**config.mk**
```make
export PLATFORM = sky130hd
export DESIGN_NAME = pwr_mode_ctrl
export DESIGN_NICKNAME = d
export VERILOG_FILES = /design/src/rtl/pwr_mode_pkg.sv /design/src/rtl/pm_wake_sense.sv /design/src/rtl/pm_sequencer.sv /design/src/rtl/pm_regs.sv /design/src/rtl/pm_clk_gate.sv /design/src/rtl/pwr_mode_ctrl.sv
export SDC_FILE = /design/constraint.sdc
export NUM_CORES = 1
export LEC_CHECK = 0
export BUFFER_PORTS_ARGS = -buffer_cell sky130_fd_sc_hd__buf_4
export CAP_MARGIN = 20
export CORE_ASPECT_RATIO = 0.5
export CORE_MARGIN = 2
export CORE_UTILIZATION = 40
export CTS_BUF_LIST = sky130_fd_sc_hd__clkbuf_2 sky130_fd_sc_hd__clkbuf_4 sky130_fd_sc_hd__clkbuf_8
export DETAILED_ROUTE_END_ITERATION = 10
export PLACE_DENSITY = 0.86
export SLEW_MARGIN = 20
export SYNTH_ARGS = -nofsm -noshare
export SYNTH_HDL_FRONTEND = slang
export SYNTH_SLANG_ARGS = --single-unit
```
**constraint.sdc**
```tcl
create_clock -name clk -period 4.7 [get_ports clk]
set_input_delay 0.235 -clock clk [delete_from_list [all_inputs] [get_ports clk]]
set_output_delay 0.235 -clock clk [all_outputs]
set_load 0.05 [all_outputs]
```
**src/rtl/pwr_mode_pkg.sv**
```systemverilog
package pwr_mode_pkg;

  typedef enum logic [1:0] {
    MODE_NORMAL = 2'd0,
    MODE_SLOW   = 2'd1,
    MODE_IDLE   = 2'd2,
    MODE_SLEEP  = 2'd3
  } pm_mode_e;

  typedef enum logic [2:0] {
    ST_RUN  = 3'd0,
    ST_SLOW = 3'd1,
    ST_IDLE = 3'd2,
    ST_GATE = 3'd3,
    ST_OFF  = 3'd4,
    ST_RAMP = 3'd5
  } pm_state_e;

  typedef enum logic [1:0] {
    WK_NONE = 2'd0,
    WK_IRQ  = 2'd1,
    WK_EXT  = 2'd2,
    WK_RTC  = 2'd3
  } pm_wake_e;

  localparam int unsigned REG_AW = 2;
  localparam logic [REG_AW-1:0] A_MODE = 2'd0;
  localparam logic [REG_AW-1:0] A_PCLK = 2'd1;
  localparam logic [REG_AW-1:0] A_USB  = 2'd2;
  localparam logic [REG_AW-1:0] A_WAKE = 2'd3;

  localparam int unsigned SNAP_LSB = 8;

endpackage

```
**src/rtl/pm_wake_sense.sv**
```systemverilog
module pm_wake_sense
  import pwr_mode_pkg::*;
#(
  parameter int unsigned NUM_IRQ = 8,
  parameter int unsigned NUM_EXT = 16
) (
  input  logic [NUM_IRQ-1:0] irq_req,
  input  logic [NUM_EXT-1:0] ext_irq,
  input  logic               rtc_alarm,
  output logic               any_irq,
  output logic               deep_wake,
  output pm_wake_e           deep_cause
);

  logic ext_any;

  assign ext_any    = |ext_irq;
  assign deep_wake  = ext_any | rtc_alarm;
  assign any_irq    = (|irq_req) | deep_wake;
  assign deep_cause = ext_any ? WK_EXT : (rtc_alarm ? WK_RTC : WK_NONE);

endmodule

```
**src/rtl/pm_sequencer.sv**
```systemverilog
module pm_sequencer
  import pwr_mode_pkg::*;
(
  input  logic      clk,
  input  logic      rst_n,
  input  pm_mode_e  mode_req,
  input  logic      any_irq,
  input  logic      deep_wake,
  input  pm_wake_e  deep_cause,
  input  logic      pwr_good,
  output pm_state_e state,
  output logic      mode_wr_ok,
  output logic      mode_clr,
  output logic      stat_upd,
  output pm_wake_e  stat_cause
);

  pm_state_e st_q, st_d;

  always_comb begin
    st_d       = st_q;
    mode_clr   = 1'b0;
    stat_upd   = 1'b0;
    stat_cause = WK_NONE;
    unique case (st_q)
      ST_RUN, ST_SLOW: begin
        unique case (mode_req)
          MODE_NORMAL: st_d = ST_RUN;
          MODE_SLOW:   st_d = ST_SLOW;
          MODE_IDLE:   st_d = ST_IDLE;
          MODE_SLEEP:  st_d = ST_GATE;
          default:     st_d = ST_RUN;
        endcase
      end
      ST_IDLE: begin
        if (any_irq) begin
          st_d       = ST_RUN;
          mode_clr   = 1'b1;
          stat_upd   = 1'b1;
          stat_cause = WK_IRQ;
        end
      end
      ST_GATE: st_d = ST_OFF;
      ST_OFF: begin
        if (deep_wake) begin
          st_d       = ST_RAMP;
          stat_upd   = 1'b1;
          stat_cause = deep_cause;
        end
      end
      ST_RAMP: begin
        if (pwr_good) begin
          st_d     = ST_RUN;
          mode_clr = 1'b1;
        end
      end
      default: st_d = ST_RUN;
    endcase
  end

  always_ff @(posedge clk or negedge rst_n) begin
    if (!rst_n) st_q <= ST_RUN;
    else        st_q <= st_d;
  end

  assign state      = st_q;
  assign mode_wr_ok = (st_q == ST_RUN) || (st_q == ST_SLOW);

  AST_OFF_ONLY_FROM_GATE: assert property (@(posedge clk) disable iff (!rst_n)
    (st_q == ST_OFF) |-> ($past(st_q) == ST_GATE || $past(st_q) == ST_OFF));
  AST_IDLE_EXIT_NORMAL: assert property (@(posedge clk) disable iff (!rst_n)
    (st_q == ST_IDLE) |=> (st_q == ST_IDLE || st_q == ST_RUN));
  AST_SLEEP_HOLDS: assert property (@(posedge clk) disable iff (!rst_n)
    (st_q == ST_OFF && !deep_wake) |=> (st_q == ST_OFF));
  AST_RAMP_WAITS_GOOD: assert property (@(posedge clk) disable iff (!rst_n)
    (st_q == ST_RAMP && !pwr_good) |=> (st_q == ST_RAMP));

endmodule

```
**src/rtl/pm_regs.sv**
```systemverilog
module pm_regs
  import pwr_mode_pkg::*;
#(
  parameter int unsigned NUM_PERIPH = 8,
  parameter int unsigned NUM_EXT    = 16,
  parameter int unsigned DATA_W     = 32
) (
  input  logic                  clk,
  input  logic                  rst_n,
  input  logic                  wr_en,
  input  logic [REG_AW-1:0]     wr_addr,
  input  logic [DATA_W-1:0]     wr_data,
  input  logic [REG_AW-1:0]     rd_addr,
  output logic [DATA_W-1:0]     rd_data,
  input  logic                  mode_wr_ok,
  input  logic                  mode_clr,
  input  logic                  stat_upd,
  input  pm_wake_e              stat_cause,
  input  logic [NUM_EXT-1:0]    ext_irq,
  output pm_mode_e              mode_req,
  output logic [NUM_PERIPH-1:0] periph_en,
  output logic                  usb_en
);

  localparam int unsigned LOW_USED = (NUM_PERIPH > 2) ? NUM_PERIPH : 2;

  pm_mode_e              mode_q;
  logic [NUM_PERIPH-1:0] pen_q;
  logic                  usb_q;
  pm_wake_e              cause_q;
  logic [NUM_EXT-1:0]    snap_q;
  logic                  wr_mode, wr_pclk, wr_usb;
  logic                  unused_wdata;

  assign wr_mode      = wr_en && (wr_addr == A_MODE) && mode_wr_ok;
  assign wr_pclk      = wr_en && (wr_addr == A_PCLK);
  assign wr_usb       = wr_en && (wr_addr == A_USB);
  assign unused_wdata = ^wr_data[DATA_W-1:LOW_USED];

  always_ff @(posedge clk or negedge rst_n) begin
    if (!rst_n) begin
      mode_q <= MODE_NORMAL;
    end else if (mode_clr) begin
      mode_q <= MODE_NORMAL;
    end else if (wr_mode) begin
      mode_q <= pm_mode_e'(wr_data[1:0]);
    end
  end

  always_ff @(posedge clk or negedge rst_n) begin
    if (!rst_n) begin
      pen_q <= '1;
      usb_q <= 1'b1;
    end else begin
      if (wr_pclk) pen_q <= wr_data[NUM_PERIPH-1:0];
      if (wr_usb)  usb_q <= wr_data[0];
    end
  end

  always_ff @(posedge clk or negedge rst_n) begin
    if (!rst_n) begin
      cause_q <= WK_NONE;
      snap_q  <= '0;
    end else if (stat_upd) begin
      cause_q <= stat_cause;
      snap_q  <= ext_irq;
    end
  end

  always_comb begin
    rd_data = '0;
    unique case (rd_addr)
      A_MODE: rd_data[1:0] = mode_q;
      A_PCLK: rd_data[NUM_PERIPH-1:0] = pen_q;
      A_USB:  rd_data[0] = usb_q;
      A_WAKE: begin
        rd_data[1:0] = cause_q;
        rd_data[SNAP_LSB +: NUM_EXT] = snap_q;
      end
      default: rd_data = '0;
    endcase
  end

  assign mode_req  = mode_q;
  assign periph_en = pen_q;
  assign usb_en    = usb_q;

  AST_MODE_LOCKED: assert property (@(posedge clk) disable iff (!rst_n)
    (!mode_wr_ok && !mode_clr) |=> $stable(mode_q));
  AST_STATUS_ONLY_ON_WAKE: assert property (@(posedge clk) disable iff (!rst_n)
    !stat_upd |=> ($stable(cause_q) && $stable(snap_q)));

endmodule

```
**src/rtl/pm_clk_gate.sv**
```systemverilog
module pm_clk_gate
  import pwr_mode_pkg::*;
#(
  parameter int unsigned NUM_PERIPH = 8
) (
  input  logic                  clk,
  input  logic                  rst_n,
  input  pm_state_e             state,
  input  logic [NUM_PERIPH-1:0] periph_en,
  input  logic                  usb_en,
  output logic                  cpu_clk_en,
  output logic                  bus_clk_en,
  output logic [NUM_PERIPH-1:0] periph_clk_en,
  output logic                  usb_clk_en,
  output logic                  pll_bypass,
  output logic                  core_pwr_en
);

  logic cpu_run, bus_run;

  assign cpu_run     = (state == ST_RUN) || (state == ST_SLOW);
  assign bus_run     = cpu_run || (state == ST_IDLE);
  assign cpu_clk_en  = cpu_run;
  assign bus_clk_en  = bus_run;
  assign usb_clk_en  = usb_en & bus_run;
  assign pll_bypass  = (state == ST_SLOW);
  assign core_pwr_en = (state != ST_OFF);

  for (genvar i = 0; i < NUM_PERIPH; i++) begin : g_pgate
    assign periph_clk_en[i] = periph_en[i] & bus_run;
  end

  AST_GATE_BEFORE_PWR: assert property (@(posedge clk) disable iff (!rst_n)
    $fell(core_pwr_en) |-> $past(!bus_clk_en && !cpu_clk_en));
  AST_NO_CLK_UNPOWERED: assert property (@(posedge clk) disable iff (!rst_n)
    !core_pwr_en |-> (!bus_clk_en && !cpu_clk_en && !usb_clk_en));
  AST_BYPASS_RUNS_CPU: assert property (@(posedge clk) disable iff (!rst_n)
    pll_bypass |-> (cpu_clk_en && bus_clk_en));
  AST_PERIPH_MASKED: assert property (@(posedge clk) disable iff (!rst_n)
    (periph_clk_en & ~periph_en) == '0);

endmodule

```
**src/rtl/pwr_mode_ctrl.sv**
```systemverilog
module pwr_mode_ctrl
  import pwr_mode_pkg::*;
#(
  parameter int unsigned NUM_PERIPH = 8,
  parameter int unsigned NUM_IRQ    = 8,
  parameter int unsigned NUM_EXT    = 16,
  parameter int unsigned DATA_W     = 32
) (
  input  logic                  clk,
  input  logic                  rst_n,
  input  logic                  wr_en,
  input  logic [1:0]            wr_addr,
  input  logic [DATA_W-1:0]     wr_data,
  input  logic [1:0]            rd_addr,
  output logic [DATA_W-1:0]     rd_data,
  input  logic [NUM_IRQ-1:0]    irq_req,
  input  logic [NUM_EXT-1:0]    ext_irq,
  input  logic                  rtc_alarm,
  input  logic                  pwr_good,
  output logic                  cpu_clk_en,
  output logic                  bus_clk_en,
  output logic [NUM_PERIPH-1:0] periph_clk_en,
  output logic                  usb_clk_en,
  output logic                  pll_bypass,
  output logic                  core_pwr_en
);

  pm_mode_e              mode_req;
  pm_state_e             state;
  pm_wake_e              deep_cause, stat_cause;
  logic                  any_irq, deep_wake;
  logic                  mode_wr_ok, mode_clr, stat_upd;
  logic [NUM_PERIPH-1:0] periph_en;
  logic                  usb_en;

  pm_wake_sense #(.NUM_IRQ(NUM_IRQ), .NUM_EXT(NUM_EXT)) u_sense (
    .irq_req    (irq_req),
    .ext_irq    (ext_irq),
    .rtc_alarm  (rtc_alarm),
    .any_irq    (any_irq),
    .deep_wake  (deep_wake),
    .deep_cause (deep_cause)
  );

  pm_sequencer u_seq (
    .clk        (clk),
    .rst_n      (rst_n),
    .mode_req   (mode_req),
    .any_irq    (any_irq),
    .deep_wake  (deep_wake),
    .deep_cause (deep_cause),
    .pwr_good   (pwr_good),
    .state      (state),
    .mode_wr_ok (mode_wr_ok),
    .mode_clr   (mode_clr),
    .stat_upd   (stat_upd),
    .stat_cause (stat_cause)
  );

  pm_regs #(.NUM_PERIPH(NUM_PERIPH), .NUM_EXT(NUM_EXT), .DATA_W(DATA_W)) u_regs (
    .clk        (clk),
    .rst_n      (rst_n),
    .wr_en      (wr_en),
    .wr_addr    (wr_addr),
    .wr_data    (wr_data),
    .rd_addr    (rd_addr),
    .rd_data    (rd_data),
    .mode_wr_ok (mode_wr_ok),
    .mode_clr   (mode_clr),
    .stat_upd   (stat_upd),
    .stat_cause (stat_cause),
    .ext_irq    (ext_irq),
    .mode_req   (mode_req),
    .periph_en  (periph_en),
    .usb_en     (usb_en)
  );

  pm_clk_gate #(.NUM_PERIPH(NUM_PERIPH)) u_gate (
    .clk           (clk),
    .rst_n         (rst_n),
    .state         (state),
    .periph_en     (periph_en),
    .usb_en        (usb_en),
    .cpu_clk_en    (cpu_clk_en),
    .bus_clk_en    (bus_clk_en),
    .periph_clk_en (periph_clk_en),
    .usb_clk_en    (usb_clk_en),
    .pll_bypass    (pll_bypass),
    .core_pwr_en   (core_pwr_en)
  );

  AST_WAKE_RETURNS_NORMAL: assert property (@(posedge clk) disable iff (!rst_n)
    mode_clr |=> (mode_req == MODE_NORMAL && cpu_clk_en && !pll_bypass));

endmodule

```
# Word level (Yosys, flattened, before mapping)
# Cells that the tools add are included.
totals:
  ff_bits: 32
  inputBits: 65
  out_inout_bits: 45
  wordCells: 70
classes:
  eq_ne: 17
  mux: 21
  n_bitwise: 11
  n_reduce_logical: 15
ops:
  columns: ["operator", "count"]
  rows:
  - ["16-bit 2-to-1 mux", 1]
  - ["16-bit OR reduction", 1]
  - ["3-bit one-hot mux with 5 select lines", 1]
  - ["3-bit one-hot mux with 4 select lines", 1]
  - ["2-bit equality test, second input constant", 5]
  - ["2-bit 2-to-1 mux", 5]
  - ["1-bit AND", 9]
  - ["3-bit 2-to-1 mux", 3]
  - ["8-bit OR reduction", 1]
  - ["2-bit by 1-bit equality test with 1-bit output, second input constant", 3]
  - ["3-bit by 2-bit equality test with 1-bit output, second input constant", 2]
  - ["3-bit equality test, second input constant", 2]
  - ["2-bit zero test", 3]
  - ["6-bit 2-to-1 mux", 1]
  - ["2-bit inequality test, second input constant", 3]
  - ["1-bit logical AND", 4]
  - ["1-bit 2-to-1 mux", 4]
  - ["1-bit one-hot mux with 2 select lines", 2]
  - ["1-bit one-hot mux with 4 select lines", 1]
  - ["2-bit one-hot mux with 2 select lines", 1]
  - ["3-bit by 1-bit equality test with 1-bit output, second input constant", 1]
  - ["3-bit zero test", 1]
  - ["3-bit inequality test, second input constant", 1]
  - ["1-bit one-hot mux with 3 select lines", 1]
  - ["other kinds (5)", 7]

# Depth between registers and ports, before layout
# Gate-level depths: netlist (run 1).
depth:
  depth_word: 6
  mapped_depth: 6
  mapped_depth_nobuf: 4

# Modules after synthesis
# From an unflattened synthesis (run 1), not the netlist that was laid out.
unflattened:
  hier_cells: 156
  hier_area_um2: 1849.3
modules_own_cells:
  columns: ["mod", "n_inst", "cells_each", "area_each_um2", "seq_area_each_um2"]
  rows:
  - ["pm_regs", 1, 107, 1468.9, 737.0]
  - ["pm_sequencer", 1, 23, 209.0, 75.1]
  - ["pm_clk_gate", 1, 14, 91.3, 0.0]
  - ["pm_wake_sense", 1, 12, 80.1, 0.0]

# Worst setup path before layout (run 1)
# OpenSTA, ideal clock, no wires.
synth_path:
  kind: "flip-flop to output port"
  from: "register u_seq.st_q[2], in the netlist u_seq.state[2]"
  to: "output port periph_clk_en[0]"
  arrival_time_ns: 2.047
  required_ns: 4.465
  setup_slack_ns: 2.418
  stages_incl_launch_ff: 4
  path_buffers: 1
  cell_sequence: "dfrtp_1 buf_2 a21oi_1 and2_1"
synth_between:
  elab_chain_cells: 4
  word_cells_on_any_way: 6
  classes_between: "eq/ne (2); bitwise (1); reduce/logical (3)"
synth_rtl:
  columns: ["element", "line", "text"]
  rows:
  - ["start: declaration", "pm_sequencer.sv:18", "pm_state_e st_q, st_d;"]
  - ["start signal: assignment", "pm_sequencer.sv:63", "else st_q <= st_d;"]
  - ["3-bit by 1-bit equality test with 1-bit output or 3-bit zero test (tied branches)", "pm_clk_gate.sv:21", "assign cpu_run = (state == ST_RUN) || (state == ST_SLOW);"]
  - ["1-bit logical OR", "pm_clk_gate.sv:21", null]
  - ["1-bit logical OR (*)", "pm_clk_gate.sv:22", "assign bus_run = cpu_run || (state == ST_IDLE);"]
  - ["via bus_clk_en", "pwr_mode_ctrl.sv:21", "output logic bus_clk_en,"]
  - ["1-bit AND (*)", "pm_clk_gate.sv:30", "assign periph_clk_en[i] = periph_en[i] & bus_run;"]
  - ["end: declaration", "pwr_mode_ctrl.sv:22", "output logic [NUM_PERIPH-1:0] periph_clk_en,"]
# Mark *: on every way through the listed nets, which the timed path passes. The rest lies on a longest branch.

# Worst setup path after layout (run 1)
layout_path:
  from: "register u_seq.st_q[2], in the netlist u_seq.state[2]"
  to: "register u_regs.snap_q[1]"
layout_between:
  elab_chain_cells: 2
  word_cells_on_any_way: 3
  classes_between: "eq/ne (2); mux (1)"
layout_rtl:
  columns: ["element", "line", "text"]
  rows:
  - ["3-bit equality test or 3-bit by 2-bit equality test with 1-bit output (tied branches)", "pm_sequencer.sv:25", "unique case (st_q)"]
  - ["1-bit one-hot mux with 2 select lines (*)", "pm_sequencer.sv:25", null]
  - ["end signal: assignment", "pm_regs.sv:66", "snap_q <= ext_irq;"]
  - ["end: declaration", "pm_regs.sv:31", "logic [NUM_EXT-1:0] snap_q;"]
# Mark *: on every way between the ends. The rest lies on a longest branch, timed or not.
# A chain may end at the register's enable or synchronous reset.

==> results of run 1 <==
kinds of logic (layout without fill, tap and decap cells):
logic type | after synthesis | after routing | synth area share
buffers and inverters | 18 | 89 | 0.0601
AND/OR/NAND/NOR | 61 | 61 | 0.218
multiplexers | 29 | 29 | 0.207
AO/OA/AOI/OAI | 14 | 14 | 0.0594
other | 1 | 8 | 0.00209
flip-flops | 32 | 32 | 0.453
layout by cell type, fill, tap and decap left out, types with 2 or more instances in the layout:
cell       n
clkinv_2   2
nor4_1     4
dfstp_2    9
o22ai_1    2
nand2_1    3
mux2_4    10
a21oi_1    2
buf_4     77
conb_1     8
o21ai_0    4
and3_1    16
nor3_1     5
mux2_1     3
nand3b_1   2
and2_1    15
clkbuf_8   6
inv_1      3
nor2_1     4
mux2_2    12
nand3_1    2
dfrtp_1   23
mux2i_1    3
critical path, cell delays in order, from the launching register on:
cell,delay (ns)
dfrtp_1,0.55
nor3b_2,0.39
nor2_1,0.13
o211ai_4,0.58
mux2_2,0.41
layer usage:
layer / track usage / up-vias / wire, microns
li1: - / 693 / -
met1: 0.204 / 719 / 1800
met2: 0.298 / 42 / 2170
met3: 0.0451 / 10 / 166
met4: 0.0959 / 0 / 93
met5: 0 / - / 0
per-stage QoR:
step                std cells  hold WS (ns)  setup slack (ns)  total power (W)
floorplan                 162       -0.0606              2.42          0.00104
global placement          281         0.188              2.59          0.00120
detailed placement        281         0.193              2.52          0.00122
CTS                       290         0.177              2.50          0.00145
global route              290         0.176              2.36          0.00152
finish                    290         0.186              2.51          0.00144
where the power goes:
part / switching [W] / internal [W]
sequential: 0.0000715 / 0.000396
combinational: 0.000433 / 0.000321
clock: 0.000100 / 0.000117
total: 0.000604 / 0.000833
worst max-delay path by stage:
stage	from	to	slack, ns	depth (start not counted)
finish	u_seq.state[2]$_DFFE_PN0P_	u_regs.snap_q[1]$_DFFE_PN0P_	2.51	4
global route	u_seq.state[2]$_DFFE_PN0P_	u_regs.snap_q[1]$_DFFE_PN0P_	2.36	4
CTS	u_seq.state[2]$_DFFE_PN0P_	u_regs.snap_q[1]$_DFFE_PN0P_	2.50	4
detailed placement	u_seq.state[2]$_DFFE_PN0P_	u_regs.snap_q[1]$_DFFE_PN0P_	2.52	4
global placement	u_seq.state[2]$_DFFE_PN0P_	u_regs.snap_q[0]$_DFFE_PN0P_	2.59	4
floorplan	u_seq.state[2]$_DFFE_PN0P_	periph_clk_en[0]	2.42	3
registers in the layout, summed over array words and instances, names as in the netlist:
register	cells
u_regs.snap_q	16
u_regs.periph_en	8
u_seq.state	3
u_regs.cause_q	2
u_regs.mode_req	2
u_regs.usb_en	1
final cells by class:
class	count	area [sq um]	share of cell area
clock inverter	2	10.0	0.00405
timing repair buffer	78	588	0.238
tap	57	71.3	0.0288
multi-input combinational	112	898	0.363
inverter	3	11.3	0.00455
sequential	32	812	0.328
clock buffer	6	82.6	0.0334
==> impl_metrics.yaml, run 1 <==
clocking:
  clock_latency_ns: 0.28
  cts_post_setup_buffers_inserted: 0
  cts_inserted_buffers: 5
  cts-resized-gates: 0
  clock-sinks: 32
  cts_tree: "built"
  clockRootBuffer: "clkbuf_8"
  holdBufCountCts: 1
  clk_path_buf_depth: 2
  clkTransAtPathRegs_ns: 0.07
  htree_num_levels: 2
sta:
  finalCritPeriodShare: 0.466
  tns_ns: 0
  skew_ns: 0.00986
  fmax_mhz: 457
  rsz0062_at_grt: "no"
  fin_crit_ns: 2.19
  timing_hold_violations_final: 0
  finalMaxSlewViolations: 0
  finalSetupViolCount: 0
  tightest_slew_ns: 0.688
  slew_headroom: 0.539
placed_design:
  place_area_sq_um: 2370
  hpwl_mm: 3.10
  place.port_buffers: 77
  place_congestion: 0.849
run_status:
  run_status: "complete, no violations"
logic_synthesis:
  yosysMostFrequentCell: "dfrtp_1"
  yosysTopAreaCellShare: 0.321
  synth.area.top_cells: "dfrtp_1 (32%), dfstp_2 (13%), mux2_4 (8.4%), mux2_2 (7.5%), and3_1 (5.6%)"
  syn_inst: 155
  synth-main-ff-cell: "dfrtp_1"
  synth_area_per_cell_sq_um: 11.6
  synthTopCellsByCount: "dfrtp_1 (23), and3_1 (16), and2_1 (15)"
  synth_edf_count: 0
  seq_area_frac_synth: 0.453
  synth_largest_area_cell: "dfrtp_1"
  syn_area_sq_um: 1790
  yosys_warnings: 0
  ys_types: 40
  async_flop_share: 1.00
  synth_seq_cells: 32
worst_setup_path:
  reg2reg_to: "u_regs.snap_q[1]$_DFFE_PN0P_"
  critPathRequiredTime_ns: 4.86
  timing.rr.start: "u_seq.state[2]$_DFFE_PN0P_"
  crit_arrival_ns: 2.35
  worstSetupPathType: "reg -> reg"
  path_max_fanout: 16
  worst_setup_path_end_kind: "flip-flop"
  r2r_cells: 4
  ff2ff_setup_slack_ns: 2.51
  cp-start-kind: "flip-flop"
detailed_routing:
  drtAntennaViolNets: 0
  drt_iter0_drc: 77
  wl_mm: 4.22
  wl_per_cell_microns: 14.6
  vias: 1464
  vias_per_cell: 5.05
  dr.pass1.iters: 4
  drc: 0
grt:
  grt_pass1_vias: 1424
  grt_use_total: 0.174
  antenna_found_initial: 0
  grt_max_degree: 33
  grt.overflow.total: 0
  grt_pass1_wl_mm: 6.76
pwr:
  p_leak_nw: 1.19
  ir_drop_mv: 0.253
  power.density_nw_per_um2: 581
final_layout:
  nets: 297
  syn2layout_area_growth_pct: 38.1
  num-fill-cells: 364
  layout-drive-gt1-share: 0.524
  design_area_sq_um: 2470
  diodes: 0
  final_util: 0.567
floorplan:
  row_count: 17
  core_area_sq_um: 4360
  dieWidth_microns: 98.7
  fp.dieH_microns: 51.3
  ios: 110
  start_util: 0.411
  die_area_sq_um: 5060
min_path:
  hold_path_class: "in -> reg"
  min_from: "ext_irq[10]"
  holdPathStages: 2
  holdPathEnd: "u_regs.snap_q[10]$_DFFE_PN0P_"
run:
  maxCapViolCount: 0
(Power assumes the default switching activity.)
==> run 2: changes to the inputs <==
--- a/config.mk
+++ b/config.mk
@@ -5,6 +5,7 @@
 export SDC_FILE = /design/constraint.sdc
 export NUM_CORES = 1
 export LEC_CHECK = 0
+export ABC_AREA = 1
 export BUFFER_PORTS_ARGS = -buffer_cell sky130_fd_sc_hd__buf_4
 export CAP_MARGIN = 20
 export CORE_ASPECT_RATIO = 0.5
@@ -12,7 +13,7 @@
 export CORE_UTILIZATION = 40
 export CTS_BUF_LIST = sky130_fd_sc_hd__clkbuf_2 sky130_fd_sc_hd__clkbuf_4 sky130_fd_sc_hd__clkbuf_8
 export DETAILED_ROUTE_END_ITERATION = 10
-export PLACE_DENSITY = 0.86
+export PLACE_DENSITY = 0.88
 export SLEW_MARGIN = 20
 export SYNTH_ARGS = -nofsm -noshare
 export SYNTH_HDL_FRONTEND = slang
==> constraint.sdc (replaced) <==
create_clock -name clk -period 1.8 [get_ports clk]
set_input_delay 0.09 -clock clk [delete_from_list [all_inputs] [get_ports clk]]
set_output_delay 0.09 -clock clk [all_outputs]
set_load 0.05 [all_outputs]
==> run 2 against run 1 <==
Net effect: count of clock-buffer cells in the layout increased by 1; critical path depth increased by 3; combinational power increased to 3.1 times the previous value; die area increased by 4.2%; routed wire length increased by 9.4%; register-to-register slack got worse by 2.2 ns; critical endpoint is now periph_clk_en[7]; global-route usage increased by 0.92 points; clock skew decreased by 0.0015 ns; sequential share of layout area decreased by 0.98 points; final cell count increased by 37%; utilization increased by 0.63 points.
==> impl_metrics.yaml, run 2 <==
run_status:
  run_status: "complete, no violations"
worst_setup_path:
  timing.rr.start: "u_seq.state[0]$_DFFE_PN0P_"
  crit_arrival_ns: 1.60
  startpoint: "u_seq.state[1]$_DFFE_PN0P_"
  slowest_stage: "dfrtp_1"
  path_max_fanout: 11
  worst_setup_path_end_kind: "output pin"
  r2r_cells: 7
  cp_cell_sequence: "inv_1 > nand2_1 > inv_2 > nor2_1 > buf_4 > nor2_1 > buf_4"
  reg2reg_to: "u_regs.snap_q[0]$_DFFE_PN0P_"
  ff2ff_setup_slack_ns: 0.34
  cp-endpoint: "periph_clk_en[7]"
  worstSetupPathType: "reg -> out"
  crit_path_max_incr_delay_ns: 0.38
  cp-start-kind: "flip-flop"
  critPathRequiredTime_ns: 1.71
clocking:
  clk_path_buf_depth: 2
  cts_tree: "built"
  clock-sinks: 32
  htree_num_levels: 2
  clock_latency_ns: 0.29
  clockRootBuffer: "clkbuf_8"
  cts_inserted_buffers: 5
  clkTransAtPathRegs_ns: 0.07
final_layout:
  syn2layout_area_growth_pct: 36.2
  layout-drive-gt1-share: 0.327
  nets: 403
  final_common_cell: "buf_4"
  top_register: "u_regs.snap_q"
  stdcell_count: 396
  diodes: 0
  largest_reg_flops: 16
  final_cell_mix: "buf_4 (79), nor2_1 (62), nand2_1 (53)"
floorplan:
  start_util: 0.421
  die_area_sq_um: 5280
  ios: 110
  row_count: 17
  fp.dieH_microns: 52.4
  dieWidth_microns: 101
  core_area_sq_um: 4450
grt:
  grt_use_total: 0.183
  grt.overflow.total: 0
  grt_pass1_vias: 1771
  antenna_found_initial: 0
  grt_pass1_wl_mm: 7.51
  grt_max_degree: 33
logic_synthesis:
  async_flop_share: 1.00
  synthTopCellsByCount: "nor2_1 (62), nand2_1 (53), inv_1 (38)"
  syn_area_sq_um: 1870
  synth_edf_count: 0
  synth_largest_area_cell: "dfrtp_1"
  ys_types: 29
  seq_area_frac_synth: 0.434
  yosysTopAreaCellShare: 0.307
  synth-main-ff-cell: "dfrtp_1"
  syn_inst: 259
  synth_area_per_cell_sq_um: 7.23
  yosysMostFrequentCell: "nor2_1"
  yosys_warnings: 0
  synth.area.top_cells: "dfrtp_1 (31%), dfstp_2 (13%), nor2_1 (12%), nand2_1 (11%), inv_1 (7.6%)"
  synth_seq_cells: 32
placed_design:
  hpwl_mm: 3.42
  place_congestion: 0.808
  dp_cells: 386
  place.port_buffers: 77
sta:
  rsz0062_at_grt: "no"
  tns_ns: 0
  finalSetupViolCount: 0
  tightest_slew_ns: 0.523
  timing_hold_violations_final: 0
  finalMaxSlewViolations: 0
  skew_ns: 0.00833
  fmax_mhz: 592
  slew_headroom: 0.650
  hold-worst-slack_ns: 0.0106
  finalCritPeriodShare: 0.938
  fin_crit_ns: 1.69
pwr:
  ir_drop_mv: 0.520
  power.density_nw_per_um2: 1590
  p_leak_nw: 1.41
detailed_routing:
  dr.pass1.iters: 4
  drtAntennaViolNets: 0
  drt_iter0_drc: 45
  wl_mm: 4.62
  wl_per_cell_microns: 11.7
  vias_per_cell: 4.62
  vias: 1831
  drc: 0
run:
  maxCapViolCount: 0
min_path:
  hold_path_class: "in -> reg"
[run 2: cell types whose count changed in the layout (fill, tap and decap cells not counted), moves of 12 or more]
cell	delta
inv_1	+35
and3_1	-16
nor2_1	+58
mux2_2	-12
nand2_1	+50
and2_1	-15
nand3_1	+20
[run 2: worst min-delay path by stage]
| stage | startpoint | to | depth (start not counted) | slack (ns) |
|---|---|---|---|---|
| 6_report | ext_irq[2] | u_regs.snap_q[2]$_DFFE_PN0P_ | 3 | 0.01 |
| 5_1_grt | ext_irq[7] | u_regs.snap_q[7]$_DFFE_PN0P_ | 3 | 0.02 |
| 4_1_cts | ext_irq[13] | u_regs.snap_q[13]$_DFFE_PN0P_ | 3 | 0.001 |
| 3_5_place_dp | rst_n | u_regs.snap_q[3]$_DFFE_PN0P_ | 1 | 0.05 |
| 3_3_place_gp | rst_n | u_regs.snap_q[3]$_DFFE_PN0P_ | 1 | 0.04 |
| 2_1_floorplan | rst_n | u_regs.cause_q[0]$_DFFE_PN0P_ | 0 | -0.21 |
[run 2: logic make-up (layout without fill, tap and decap cells)]
kind of cell	after synthesis	after routing	share of synthesized area
buffers and inverters	57	130	0.147
and+or+nand+nor	151	151	0.366
AOI/OAI and AO/OA	18	18	0.0515
DFF	32	32	0.434
other	1	8	0.00200
[run 2: per-stage QoR]
stage	cell area (sq um)	worst slack, ns	utilization	total power, W
after floorplan	1900	0.0128	-	0.00290
after detailed placement	2440	0.333	0.548	0.00349
after global placement	2440	0.381	0.548	0.00342
after CTS	2540	0.0481	0.572	0.00407
after global routing	2550	0.0263	0.574	0.00433
final	2550	0.112	0.574	0.00406
[run 2: per-layer routing]
metal | part of all wire | track usage | wire length (microns)
met4 | 0.012 | 0.0594 | 55
met2 | 0.53 | 0.371 | 2460
met1 | 0.41 | 0.196 | 1910
met5 | 0 | 0 | 0
met3 | 0.040 | 0.0320 | 187
[run 2: power by group]
part | switching, W | internal (W) | leakage (nW) | total [W]
logic | 0.00163 | 0.000691 | 0.979 | 0.00232
clock network | 0.000264 | 0.000301 | 0.0491 | 0.000565
registers | 0.000159 | 0.00102 | 0.380 | 0.00117
total | 0.00205 | 0.00201 | 1.41 | 0.00406
[run 2: critical path, delay by kind of cell (launching register included)]
family                 cells  cell delay [ns]
buffers and inverters      4             0.61
DFF                        1             0.38
and+or+nand+nor            3             0.30
[run 2: final cells by class]
class,count,area (sq um)
fill,399,1900
multi-input combinational,177,817
sequential,32,812
timing repair buffer,80,603
inverter,42,158
clock buffer,7,83.8
tap,57,71.3
clock inverter,1,5.00
[run 2: what timing repair did]
item	4_1_cts	5_1_grt
resized for setup	1	0
endpoints found under the hold margin	23	0
hold buffers	1	0
setup endpoints to repair	2	5
buffers inserted	0	1
pin swaps	0	1
==> run 3: changes to the inputs <==
--- a/config.mk
+++ b/config.mk
@@ -10,10 +10,10 @@
 export CAP_MARGIN = 20
 export CORE_ASPECT_RATIO = 0.5
 export CORE_MARGIN = 2
-export CORE_UTILIZATION = 40
+export CORE_UTILIZATION = 39
 export CTS_BUF_LIST = sky130_fd_sc_hd__clkbuf_2 sky130_fd_sc_hd__clkbuf_4 sky130_fd_sc_hd__clkbuf_8
 export DETAILED_ROUTE_END_ITERATION = 10
-export PLACE_DENSITY = 0.88
+export PLACE_DENSITY = 0.87
 export SLEW_MARGIN = 20
 export SYNTH_ARGS = -nofsm -noshare
 export SYNTH_HDL_FRONTEND = slang
==> run 3 against run 2 <==
Net effect: the run now ends with hold timing left; die area up 2.4%; critical path depth unchanged; clock power up 25%; sequential power about the same; non-clock buffer count up 2; final cell count up 2.8%; cell area up 2.5%; count of clock-buffer cells in the layout down 2; clock skew about the same; first-iteration DRC count up 76%; utilization up 0.58 points; setup slack worse by 0.0094 ns.
==> impl_metrics.yaml, run 3 (synthesis results as in run 2) <==
floorplan:
  die_area_sq_um: 5400
  ios: 110
  dieWidth_microns: 102
  fp.dieH_microns: 53.0
  row_count: 17
  core_area_sq_um: 4510
  start_util: 0.415
worst_setup_path:
  r2r_cells: 7
  reg2reg_to: "u_regs.snap_q[2]$_DFFE_PN0P_"
  startpoint: "u_seq.state[1]$_DFFE_PN0P_"
  worst_setup_path_end_kind: "output pin"
  slowest_stage: "dfrtp_1"
  cp-start-kind: "flip-flop"
  crit_family: "buffers and inverters"
  path_max_fanout: 11
  critPathRequiredTime_ns: 1.71
  timing.rr.start: "u_seq.state[0]$_DFFE_PN0P_"
  cp_cell_sequence: "inv_1 > nand2_1 > inv_2 > nor2_1 > buf_4 > nor2_1 > buf_4"
  crit_arrival_ns: 1.61
  worstSetupPathType: "reg -> out"
  ff2ff_setup_slack_ns: 0.31
  crit_buf_inv: 4
  crit_path_max_incr_delay_ns: 0.39
pwr:
  p_leak_nw: 1.42
  p_total_w: 0.00425
  ir_drop_mv: 0.489
  power.density_nw_per_um2: 1630
detailed_routing:
  drt_iter0_drc: 79
  vias_per_cell: 4.63
  wl_per_cell_microns: 12.4
  vias: 1883
  drtAntennaViolNets: 0
  drc: 0
  wl_mm: 5.06
  dr.pass1.iters: 4
grt:
  grt_pass1_wl_mm: 8.00
  grt_use_total: 0.196
  grt.overflow.total: 0
  grt_pass1_vias: 1876
  grt_max_degree: 33
  antenna_found_initial: 0
min_path:
  holdPathEnd: "u_regs.snap_q[4]$_DFFE_PN0P_"
  hold_path_class: "in -> reg"
  min_from: "ext_irq[4]"
  holdPathStages: 3
sta:
  fin_crit_ns: 1.70
  skew_ns: 0.00873
  finalSetupViolCount: 0
  hold-worst-slack_ns: -0.00395
  finalMaxSlewViolations: 0
  rsz0062_at_grt: "no"
  fmax_mhz: 589
  setup_slack_ns: 0.103
  finalCritPeriodShare: 0.943
  slew_headroom: 0.648
  tightest_slew_ns: 0.527
  tns_ns: 0
  timing_hold_violations_final: 2
final_layout:
  largest_reg_flops: 16
  syn2layout_area_growth_pct: 39.6
  final_cell_mix: "buf_4 (79), nor2_1 (62), nand2_1 (53)"
  diodes: 0
  final_common_cell: "buf_4"
  top_register: "u_regs.snap_q"
  design_area_sq_um: 2610
  layout-drive-gt1-share: 0.326
  nets: 405
clocking:
  clk_path_buf_depth: 2
  cts_tree: "built"
  clock-sinks: 32
  htree_num_levels: 2
  clock_latency_ns: 0.29
  clockRootBuffer: "clkbuf_8"
  cts_inserted_buffers: 5
  clkTransAtPathRegs_ns: 0.08
placed_design:
  place_ws_ns: 0.329
  place_congestion: 0.794
  hpwl_mm: 3.66
  place.port_buffers: 77
  place_area_sq_um: 2450
run_status:
  run_status: "complete, but fails checks"
  violations: "hold timing"
run:
  maxCapViolCount: 0
run 3: cell count changes in the layout (fill, tap and decap cells not counted):
cell           change
clkbuf_4           -2
clkinvlp_4         +1
nand2_4            -1
dlygate4sd3_1      +2
nand2_8            +1
bufinv_16          +1
run 3: what timing repair did:
| item | 4_1_cts | 5_1_grt |
|---|---|---|
| gates resized for setup | 0 | 2 |
| hold endpoints to repair | 25 | 0 |
| hold buffers | 3 | 0 |
| endpoints found under the setup margin | 0 | 11 |
| buffers inserted | 0 | 1 |
run 3: tightest hold or removal path, cell delays in order:
cell and delay (ns):
buf_4 0.09, nand2_2 0.04, nand2_1 0.04
run 3: routing by layer:
layer | part of all wire | wire length, microns | global-route usage | vias to the layer above
met1 | 0.38 | 1950 | 0.197 | 881
met5 | 0 | 0 | 0 | -
li1 | - | - | - | 929
met2 | 0.54 | 2740 | 0.391 | 58
met3 | 0.046 | 233 | 0.0462 | 15
met4 | 0.026 | 132 | 0.0911 | 0
run 3: worst max-delay path by stage:
stage	end	slack (ns)	cells past startpoint
2_1_floorplan	periph_clk_en[0]	0.01	6
6_report	periph_clk_en[4]	0.10	7
4_1_cts	periph_clk_en[6]	0.005	5
3_5_place_dp	u_regs.snap_q[2]$_DFFE_PN0P_	0.33	5
5_1_grt	u_regs.snap_q[0]$_DFFE_PN0P_	0.009	10
3_3_place_gp	periph_clk_en[1]	0.39	5
run 3: report_power, final:
part,total [W],leakage (nW),internal [W],switching (W)
registers,0.00118,0.380,0.00101,0.000167
clock network,0.000708,0.0541,0.000410,0.000299
logic,0.00236,0.990,0.000697,0.00167
total,0.00425,1.42,0.00212,0.00213
run 3: stage by stage:
step / std cells / util
4_1_cts: 406 / 0.574
2_1_floorplan: 266 / -
3_3_place_gp: 395 / 0.543
5_1_grt: 407 / 0.579
6_report: 407 / 0.579
3_5_place_dp: 395 / 0.543
run 3: final cells by class:
| cell class | instances | area [sq um] |
|---|---|---|
| clock buffer | 5 | 68.8 |
| clock inverter | 3 | 42.5 |
| fill | 414 | 1900 |
| inverter | 42 | 158 |
| multi-input combinational | 177 | 826 |
| sequential | 32 | 812 |
| tap | 66 | 82.6 |
| timing repair buffer | 82 | 623 |
